`src/rtl/mac_pkg.sv`:
```
// Shared constants for the Booth multiply-accumulate unit.
// Assumes an even operand width so the multiplier splits into whole digit pairs.
package mac_pkg;
    localparam int MAC_DW = 8;             // operand width
    localparam int MAC_AW = 2 * MAC_DW;    // accumulator width
    localparam int MAC_NR = MAC_DW / 2;    // Booth rows
endpackage

```
`src/rtl/mac_booth_row.sv`:
```
// One radix-4 Booth partial-product row.
// Decodes a 3-bit multiplier window into a digit and forms the one's-complemented
// multiple of the multiplicand, with its sign bit inverted for constant-based sign
// handling. When the row is not updated (zero digit or no operation), the
// row output is the held copy, so the downstream array inputs do not toggle.
// Assumes the caller adds the neg bit at the row LSB and the sign constant.
module mac_booth_row #(
    parameter int DW = 8
) (
    input  logic          clk,
    input  logic          rst_n,
    input  logic [DW-1:0] mcand,
    input  logic [2:0]    grp,
    input  logic          drive,
    output logic [DW:0]   row_v,
    output logic          neg,
    output logic          live,
    output logic          upd
);
    localparam logic [DW:0] NEUTRAL = {1'b1, {DW{1'b0}}};

    logic          one_x;
    logic          two_x;
    logic [DW:0]   mag;
    logic [DW:0]   pp;
    logic [DW:0]   fresh;
    logic [DW:0]   held;

    // Digit decode: magnitude select and sign of the Booth digit.
    always_comb begin
        one_x = grp[1] ^ grp[0];
        two_x = (grp == 3'b011) || (grp == 3'b100);
        neg   = grp[2] & ~(grp[1] & grp[0]);
        live  = one_x | two_x;
        upd   = drive & live;
    end

    // Multiple selection and one's complement for negative digits.
    always_comb begin
        if (one_x)      mag = {mcand[DW-1], mcand};
        else if (two_x) mag = {mcand, 1'b0};
        else            mag = '0;
        pp    = mag ^ {(DW+1){neg}};
        fresh = {~pp[DW], pp[DW-1:0]};
        row_v = upd ? fresh : held;
    end

    // Hold register: only a non-zero digit on an accepted operation refreshes it.
    always_ff @(posedge clk) begin
        if (!rst_n)   held <= NEUTRAL;
        else if (upd) held <= fresh;
    end
endmodule

```
`src/rtl/mac_csa_merge.sv`:
```
// Linear chain of 3:2 carry-save compressors.
// Reduces NOPS vectors of width W to one sum and one carry vector using NOPS-2
// levels; carries are shifted left and the top carry is dropped (modulo 2^W).
module mac_csa_merge #(
    parameter int W    = 16,
    parameter int NOPS = 7
) (
    input  logic [NOPS-1:0][W-1:0] ops,
    output logic [W-1:0]           sum_o,
    output logic [W-1:0]           carry_o
);
    localparam int NLV = NOPS - 2;

    logic [NLV-1:0][W-1:0] s_l;
    logic [NLV-1:0][W-1:0] c_l;

    genvar k;
    generate
        for (k = 0; k < NLV; k++) begin : g_lvl
            logic [W-1:0] x;
            logic [W-1:0] y;
            logic [W-1:0] z;
            if (k == 0) begin : g_first
                assign x = ops[0];
                assign y = ops[1];
            end else begin : g_next
                assign x = s_l[k-1];
                assign y = c_l[k-1];
            end
            assign z = ops[k+2];
            // One compressor level: bitwise full adders.
            always_comb begin
                s_l[k] = x ^ y ^ z;
                c_l[k] = ((x & y) | (x & z) | (y & z)) << 1;
            end
        end
    endgenerate

    assign sum_o   = s_l[NLV-1];
    assign carry_o = c_l[NLV-1];
endmodule

```
`src/rtl/mac_cla2_chain.sv`:
```
// Carry-propagate adder made of 2-bit carry-lookahead cells.
// Each cell resolves two bits and its carry-out from generate/propagate terms
// and a carry input; cells are chained. W must be even. Result modulo 2^W.
module mac_cla2_chain #(
    parameter int W = 16
) (
    input  logic [W-1:0] a,
    input  logic [W-1:0] b,
    output logic [W-1:0] s
);
    localparam int NC = W / 2;

    logic [NC:0] cc;
    assign cc[0] = 1'b0;

    genvar j;
    generate
        for (j = 0; j < NC; j++) begin : g_cell
            logic g0, p0, g1, p1, c1;
            // Two-bit lookahead: both carries from the cell carry-in directly.
            always_comb begin
                g0 = a[2*j]   & b[2*j];
                p0 = a[2*j]   ^ b[2*j];
                g1 = a[2*j+1] & b[2*j+1];
                p1 = a[2*j+1] ^ b[2*j+1];
                c1 = g0 | (p0 & cc[j]);
                s[2*j]   = p0 ^ cc[j];
                s[2*j+1] = p1 ^ c1;
                cc[j+1]  = g1 | (p1 & g0) | (p1 & p0 & cc[j]);
            end
        end
    endgenerate
endmodule

```
`src/rtl/mac_booth_r4.sv`:
```
// Signed multiply-accumulate with the running total merged into the
// partial-product compressor. Total kept as redundant sum/carry registers and
// resolved only on a read request. Clear overrides an operation in the same cycle;
// a read returns the total from before the edge at which it is sampled.
module mac_booth_r4 #(
    parameter int DW = mac_pkg::MAC_DW
) (
    input  logic            clk,
    input  logic            rst_n,
    input  logic            op_valid,
    input  logic [DW-1:0]   op_a,
    input  logic [DW-1:0]   op_b,
    input  logic            clear,
    input  logic            rd_req,
    output logic            res_valid,
    output logic [2*DW-1:0] res_data
);
    localparam int ACC_W = 2 * DW;
    localparam int NR    = DW / 2;
    localparam int NOPS  = NR + 3;
    localparam logic [DW:0] NEUTRAL = {1'b1, {DW{1'b0}}};

    // Sign-handling constant: removes the inverted-sign offset of every row.
    function automatic logic [ACC_W-1:0] sign_const();
        logic [ACC_W-1:0] k;
        k = '0;
        for (int i = 0; i < NR; i++) k = k - (ACC_W'(1) << (DW + 2*i));
        return k;
    endfunction
    localparam logic [ACC_W-1:0] SIGN_K = sign_const();

    logic [DW:0]               bext;
    logic                      drive;
    logic [NR-1:0][DW:0]       row_v;
    logic [NR-1:0]             row_neg;
    logic [NR-1:0]             row_live;
    logic [NR-1:0]             row_upd;
    logic [NOPS-1:0][ACC_W-1:0] ops;
    logic [ACC_W-1:0]          comp;
    logic [ACC_W-1:0]          sum_q, carry_q;
    logic [ACC_W-1:0]          sum_n, carry_n;
    logic [ACC_W-1:0]          resolved;

    assign bext  = {op_b, 1'b0};
    assign drive = op_valid & ~clear;

    genvar i;
    generate
        for (i = 0; i < NR; i++) begin : g_row
            mac_booth_row #(.DW(DW)) i_row (
                .clk   (clk),
                .rst_n (rst_n),
                .mcand (op_a),
                .grp   (bext[2*i+2 : 2*i]),
                .drive (drive),
                .row_v (row_v[i]),
                .neg   (row_neg[i]),
                .live  (row_live[i]),
                .upd   (row_upd[i])
            );
            // Array entry: a zero-digit row is forced to its neutral value.
            assign ops[i] = ACC_W'(row_live[i] ? row_v[i] : NEUTRAL) << (2*i);
        end
    endgenerate

    // Per-row two's-complement correction bits at each row LSB.
    always_comb begin
        comp = '0;
        for (int r = 0; r < NR; r++) comp[2*r] = row_neg[r] & row_live[r];
    end

    assign ops[NR]   = SIGN_K | comp;
    assign ops[NR+1] = sum_q;
    assign ops[NR+2] = carry_q;

    mac_csa_merge #(.W(ACC_W), .NOPS(NOPS)) i_csa (
        .ops     (ops),
        .sum_o   (sum_n),
        .carry_o (carry_n)
    );

    mac_cla2_chain #(.W(ACC_W)) i_cpa (
        .a (sum_q),
        .b (carry_q),
        .s (resolved)
    );

    // Redundant accumulator: clear wins, otherwise load on an accepted operation.
    always_ff @(posedge clk) begin
        if (!rst_n || clear) begin
            sum_q   <= '0;
            carry_q <= '0;
        end else if (op_valid) begin
            sum_q   <= sum_n;
            carry_q <= carry_n;
        end
    end

    // Read port: capture the resolved pre-update total and pulse valid.
    always_ff @(posedge clk) begin
        if (!rst_n) begin
            res_valid <= 1'b0;
            res_data  <= '0;
        end else begin
            res_valid <= rd_req;
            if (rd_req) res_data <= resolved;
        end
    end
endmodule

```
`config.mk`:
```
export PLATFORM = sky130hd
export DESIGN_NAME = mac_booth_r4
export DESIGN_NICKNAME = d
export VERILOG_FILES = /design/src/rtl/mac_pkg.sv /design/src/rtl/mac_booth_row.sv /design/src/rtl/mac_csa_merge.sv /design/src/rtl/mac_cla2_chain.sv /design/src/rtl/mac_booth_r4.sv
export SDC_FILE = /design/constraint.sdc
export NUM_CORES = 1
export LEC_CHECK = 0
export CORE_MARGIN = 2
export CORE_UTILIZATION = 45
export DETAILED_ROUTE_END_ITERATION = 10
export PLACE_DENSITY = 0.75
export SLEW_MARGIN = 40
export SYNTH_ARGS = -nofsm -noshare
export SYNTH_HDL_FRONTEND = slang
export SYNTH_SLANG_ARGS = --single-unit
export TNS_END_PERCENT = 10
```
`constraint.sdc`:
```
create_clock -name clk -period 17.9 [get_ports clk]
set_clock_uncertainty 0.1 [all_clocks]
set_input_delay 5.37 -clock clk [delete_from_list [all_inputs] [get_ports clk]]
set_output_delay 5.37 -clock clk [all_outputs]
set_load 0.01 [all_outputs]
```
==> flow_summary.ini, run 1 <==
[power]
leakage_nw = 2.974
powerDensity_mw_per_mm2 = 89.02
vdd_drop_max_v = 0.00004575

[global_route]
grt_usage_pct = 18.74
grt_overflow = 0
grt_antenna_before_repair = 0
grt_max_degree = 37
first_global_vias = 4493
grt_pass1_wl_mm = 21.26

[run]
cap_viol_max_count = 0

[yosys]
ys_seq_area_share_pct = 28.43
syn_area_per_cell_sq_um = 9.160
ys_types = 43
yosys-top-cells-count = nor2_1 (84), dfxtp_1 (83), mux2i_1 (66)
netlist_instances = 638
synth.top_cell.area_share_pct = 28.43
synthFlopType = dfxtp_1
synthArstFlopShare_pct = 0
yosys_warnings = 0
synth.net_count = 743
yosysTopAreaCell = dfxtp_1
synth.most_common_cell = nor2_1
syn-cell-area_sq_mm = 0.005844
synth_area_leaders = dfxtp_1 (28%), fa_1 (15%), mux2i_1 (11%)
ys_seq_elements = 83
synth_edf_count = 0

[setup_path]
worstReg2RegEnd = sum_q[6]
startpoint_type = input port
ff2ff_path_depth = 12
critPathKind = in2reg
critPathArrivalTime_ns = 10.14
reg2reg_slack_ns = 14.26
r2r-start = g_row[0].i_row.held[6]
critical_path_required_ns = 18.01
critPathCapture = sum_q[6]
cp-startpoint = op_b[3]
cp_max_fo = 13
critPathCaptureType = flip-flop

[placement]
hpwl_mm = 9.317
io_buffers = 37
gp_congestion = 0.8675
place_ws_ns = 7.548

[finish]
diodes = 0
drive_gt1_share_pct = 4.468
area_delta_synth_final_pct = 11.58
finish.utilization_pct = 51.47
num-nets-final = 750

[detailed_routing]
avgRoutedWirePerCell_um = 15.29
vias = 4364
drt_wl_total_mm = 12.55
drt_pass1_iterations = 4
drc = 0
via_per_inst = 5.315
antenna_left = 0
drt_iter0_drc = 303

[sta]
period_share_pct = 56.05
finalCriticalPeriod_ns = 10.03
max_freq_mhz = 99.68
slew_violations = 0
max_slew_margin_pct = 44.76
setup_viol = 0
tightest_slew_ns = 0.8230
fin_ws_ns = 7.868
rsz0062_at_grt = no
tns_ns = 0
hold_viol = 0

[clock_network]
htree_levels = 3
cts_root_buf = clkbuf_16
clkLatencyLatePin_ns = 0.33
cts_tree = yes
path_clk_slew_ns = 0.06
cts-resized-gates = 0
numCtsBuffers = 9
hold_buffers = 0
post_cts_buffers = 0
clock_path_buffers = 2
cts.sinks = 83

[floorplanning]
die_y_um = 118.0
rows = 41
fp.coreArea_sq_mm = 0.01267
pin_count = 38
die-width_um = 118.0
initial_core_util_pct = 46.12
dieArea_sq_mm = 0.01391

[worst_hold_path]
hold_class = reg2reg
hold_depth = 2

[status]
status = finished clean
final cells by class:
class / instances / area, sq um
clock inverter: 2 / 35.03
inverter: 48 / 180.2
timing repair buffer: 40 / 380.4
sequential: 83 / 1662
tap: 172 / 215.2
clock buffer: 13 / 260.3
fill: 1148 / 6150
multi-input combinational: 463 / 3789
how the worst min path moves through the flow:
stage / start / endpoint / slack (ns)
finish: g_row[1].i_row.held[1] / g_row[1].i_row.held[1] / 0.36
global placement: g_row[3].i_row.held[1] / g_row[3].i_row.held[1] / 0.34
detailed placement: g_row[1].i_row.held[1] / g_row[1].i_row.held[1] / 0.35
floorplan: g_row[1].i_row.held[1] / g_row[1].i_row.held[1] / 0.34
global route: g_row[1].i_row.held[1] / g_row[1].i_row.held[1] / 0.38
CTS: g_row[1].i_row.held[1] / g_row[1].i_row.held[1] / 0.36
worst max-delay path, cell delays in order:
cell             delay [ns]
clkdlybuf4s50_1        0.55
inv_1                  0.09
ha_1                   0.55
inv_1                  0.16
a21o_1                 0.33
nor2_1                 0.20
a31oi_1                0.08
fa_1                   0.56
inv_1                  0.05
fa_1                   0.48
inv_1                  0.05
fa_1                   0.48
inv_1                  0.05
fa_1                   0.50
fa_1                   0.43
mux2i_1                0.14
nor2_1                 0.05
layout by cell type (no fill, tap or decap), drive strengths merged, types with 2 or more instances in the layout:
cell type      instances
o22a                   4
nor2                  84
and2                  11
o211ai                 6
a21oi                 20
xor2                  14
or2                    2
inv                   48
a211o                  3
o21a                  12
dfxtp                 83
mux2i                 66
a31oi                 11
xnor2                 22
ha                    39
buf                    6
nand2b                 5
o21ai                 15
o22ai                  5
nor3                   5
nand2                 54
mux2                   2
a211oi                14
nor2b                  5
fa                    45
clkdlybuf4s50         34
clkbuf                13
nand3                 11
cells by family after synthesis:
logic type / synth area share, %
xor+xnor: 5.395
flops: 28.43
simple gates: 12.82
compound gates: 11.03
mux: 11.69
buf+inv: 6.872
fa+ha+maj: 23.76
power by group:
| part | total, W | switching (W) | leakage [nW] | internal (W) |
|---|---|---|---|---|
| Combinational | 0.000183 | 0.0000993 | 2.15 | 0.0000832 |
| Clock | 0.000186 | 0.0000716 | 0.146 | 0.000115 |
| Sequential | 0.000212 | 0.0000126 | 0.676 | 0.000199 |
flip-flops by register name, indices dropped and copies added, names as in the netlist:
register and flops:
carry_q 14, g_row.i_row.held 36, res_data 16, res_valid 1, sum_q 16
routing by layer:
| metal | vias to the layer above | routed length [um] | GRT usage (%) |
|---|---|---|---|
| met5 | - | 0 | 0 |
| met1 | 2130 | 5248 | 22.03 |
| met3 | 25 | 438 | 3.101 |
| li1 | 2128 | - | - |
| met4 | 0 | 369 | 8.133 |
| met2 | 81 | 6493 | 33.50 |
stage by stage:
stage	instances	area [sq um]	total power (W)	hold WS (ns)
after floorplan	638	5844	0.0003521	0.3366
after global placement	806	6226	0.0003891	0.3419
after detailed placement	806	6226	0.0003983	0.3487
after CTS	821	6521	0.0005869	0.3631
after global routing	821	6521	0.0006220	0.3798
final	821	6521	0.0005805	0.3627
(Power assumes the default switching activity.)
==> run 2, diff against run 1 <==
==> constraint.sdc (replaced) <==
create_clock -name clk -period 10.3 [get_ports clk]
set_clock_uncertainty 0.1 [all_clocks]
set_input_delay 3.09 -clock clk [delete_from_list [all_inputs] [get_ports clk]]
set_output_delay 3.09 -clock clk [all_outputs]
set_load 0.01 [all_outputs]
==> run 2 against run 1 <==
  * Combinational power grew 74%
  * Count of clock-buffer cells in the layout unchanged
  * Hold slack hardly changed
  * Routed wire length decreased by 0.30%
  * Clock power increased by 84%
  * Global-route usage grew 0.40 points
  * Core utilization up 0.15 points
  * Sequential power up 74%
  * Non-clock buffer count did not move
  * Largest cell class unchanged
==> flow_summary.ini, run 2 (synthesis results as in run 1) <==
[clock_network]
clkLatencyLatePin_ns = 0.34
clock_path_buffers = 2
cts_root_buf = clkbuf_16
path_clk_slew_ns = 0.06
hold_buffers = 0
cts_tree = yes
post_cts_buffers = 0
cts.sinks = 83
numCtsBuffers = 9
cts-resized-gates = 0
htree_levels = 3

[placement]
gp_congestion = 0.8676
hpwl_mm = 9.309
dp_cells = 806
dpl_cell_area_sq_mm = 0.006226
io_buffers = 37

[floorplanning]
initial_core_util_pct = 46.12
fp.coreArea_sq_mm = 0.01267
die-width_um = 118.0
pin_count = 38
dieArea_sq_mm = 0.01391
rows = 41
die_y_um = 118.0

[sta]
hold_viol = 0
tightest_slew_ns = 0.6909
max_freq_mhz = 129.3
slew_violations = 0
max_slew_margin_pct = 53.94
period_share_pct = 75.07
setup_viol = 0
rsz0062_at_grt = no
tns_ns = 0
finalCriticalPeriod_ns = 7.732

[detailed_routing]
drt_wl_total_mm = 12.51
vias = 4395
drt_pass1_iterations = 5
avgRoutedWirePerCell_um = 15.24
drt_iter0_drc = 308
drc = 0
antenna_left = 0
via_per_inst = 5.353

[setup_path]
startpoint_type = input port
cp-startpoint = op_b[1]
ff2ff_path_depth = 12
critPathCaptureType = flip-flop
cp_max_fo = 12
critPathArrivalTime_ns = 7.85
critical_path_required_ns = 10.42
critPathCapture = sum_q[6]
worstReg2RegEnd = sum_q[6]
r2r-start = g_row[0].i_row.held[6]
reg2reg_slack_ns = 6.71
critPathKind = in2reg

[power]
vdd_drop_max_v = 0.00009032
fin_total_pwr_w = 0.001029
leakage_nw = 2.979
p_int_w = 0.0007086
seq_power_share_pct = 35.7
swShare_pct = 31.13
combinationalPowerShare_pct = 30.9
switchingPower_w = 0.0003203
powerDensity_mw_per_mm2 = 157.3
p_clk_share_pct = 33.4

[finish]
diodes = 0
num-nets-final = 750
largestRegisters = g_row.i_row.held (36), res_data (16), sum_q (16)
final_cell_mix = nor2_1 (84), dfxtp_1 (83), mux2i_1 (66)
final_cells = 821
drive_gt1_share_pct = 4.468
largest_register_ffs = 36
area_delta_synth_final_pct = 11.90
largest_register = g_row.i_row.held
fill_cells = 1153
final_area_sq_mm = 0.006540
final_common_cell = nor2_1
finish.utilization_pct = 51.61

[run]
cap_viol_max_count = 0

[worst_hold_path]
hold_class = reg2reg

[global_route]
grt_usage_pct = 19.14
grt_pass1_wl_mm = 21.49
first_global_vias = 4502
grt_max_degree = 37
grt_antenna_before_repair = 0
grt_overflow = 0

[status]
status = finished clean
-- run 2: layer usage --
| metal | vias up | track usage, % | part of all wire (%) |
|---|---|---|---|
| li1 | 2124 | - | - |
| met1 | 2132 | 22.93 | 42 |
| met2 | 115 | 33.21 | 52 |
| met3 | 24 | 3.101 | 3.5 |
| met4 | 0 | 9.488 | 2.9 |
| met5 | - | 0 | 0 |
-- run 2: per-stage QoR --
stage          hold slack (ns)  setup WS (ns)
6_report                0.3631          2.568
5_1_grt                 0.3835          2.302
4_1_cts                 0.3610          2.559
3_5_place_dp            0.3487          2.211
3_3_place_gp            0.3419          2.325
2_1_floorplan           0.3366          3.064
-- run 2: power groups by stage --
stage | combinational [W] | clock [W] | sequential [W]
2_1_floorplan | 0.000241 | 0 | 0.000371
3_3_place_gp | 0.000303 | 0 | 0.000373
3_5_place_dp | 0.000319 | 0 | 0.000375
4_1_cts | 0.000323 | 0.000350 | 0.000368
5_1_grt | 0.000370 | 0.000363 | 0.000372
6_report | 0.000318 | 0.000343 | 0.000368
-- run 2: how the worst min path moves through the flow --
stage / from / end / slack [ns] / cells after the start
global placement: g_row[3].i_row.held[1] / g_row[3].i_row.held[1] / 0.34 / 2
CTS: g_row[1].i_row.held[1] / g_row[1].i_row.held[1] / 0.36 / 2
detailed placement: g_row[1].i_row.held[1] / g_row[1].i_row.held[1] / 0.35 / 2
floorplan: g_row[1].i_row.held[1] / g_row[1].i_row.held[1] / 0.34 / 2
finish: g_row[1].i_row.held[1] / g_row[1].i_row.held[1] / 0.36 / 2
global route: g_row[1].i_row.held[1] / g_row[1].i_row.held[1] / 0.38 / 2
-- run 2: worst max-delay path, cell delays in order --
cell	delay, ns
clkdlybuf4s50_1	0.64
inv_2	0.15
ha_1	0.65
mux2i_1	0.27
xor2_1	0.09
nor2_1	0.15
a31oi_1	0.08
fa_1	0.53
inv_1	0.05
fa_1	0.47
inv_1	0.05
fa_1	0.48
inv_1	0.05
fa_1	0.49
fa_1	0.41
mux2i_1	0.14
nor2_1	0.05
-- run 2: cell type report --
cell class | instances | area [sq um] | area share (%)
multi-input combinational | 463 | 3792 | 57.99
timing repair buffer | 40 | 380.4 | 5.816
tap | 172 | 215.2 | 3.291
sequential | 83 | 1662 | 25.41
inverter | 48 | 180.2 | 2.755
clock inverter | 2 | 60.06 | 0.9183
clock buffer | 13 | 250.2 | 3.826
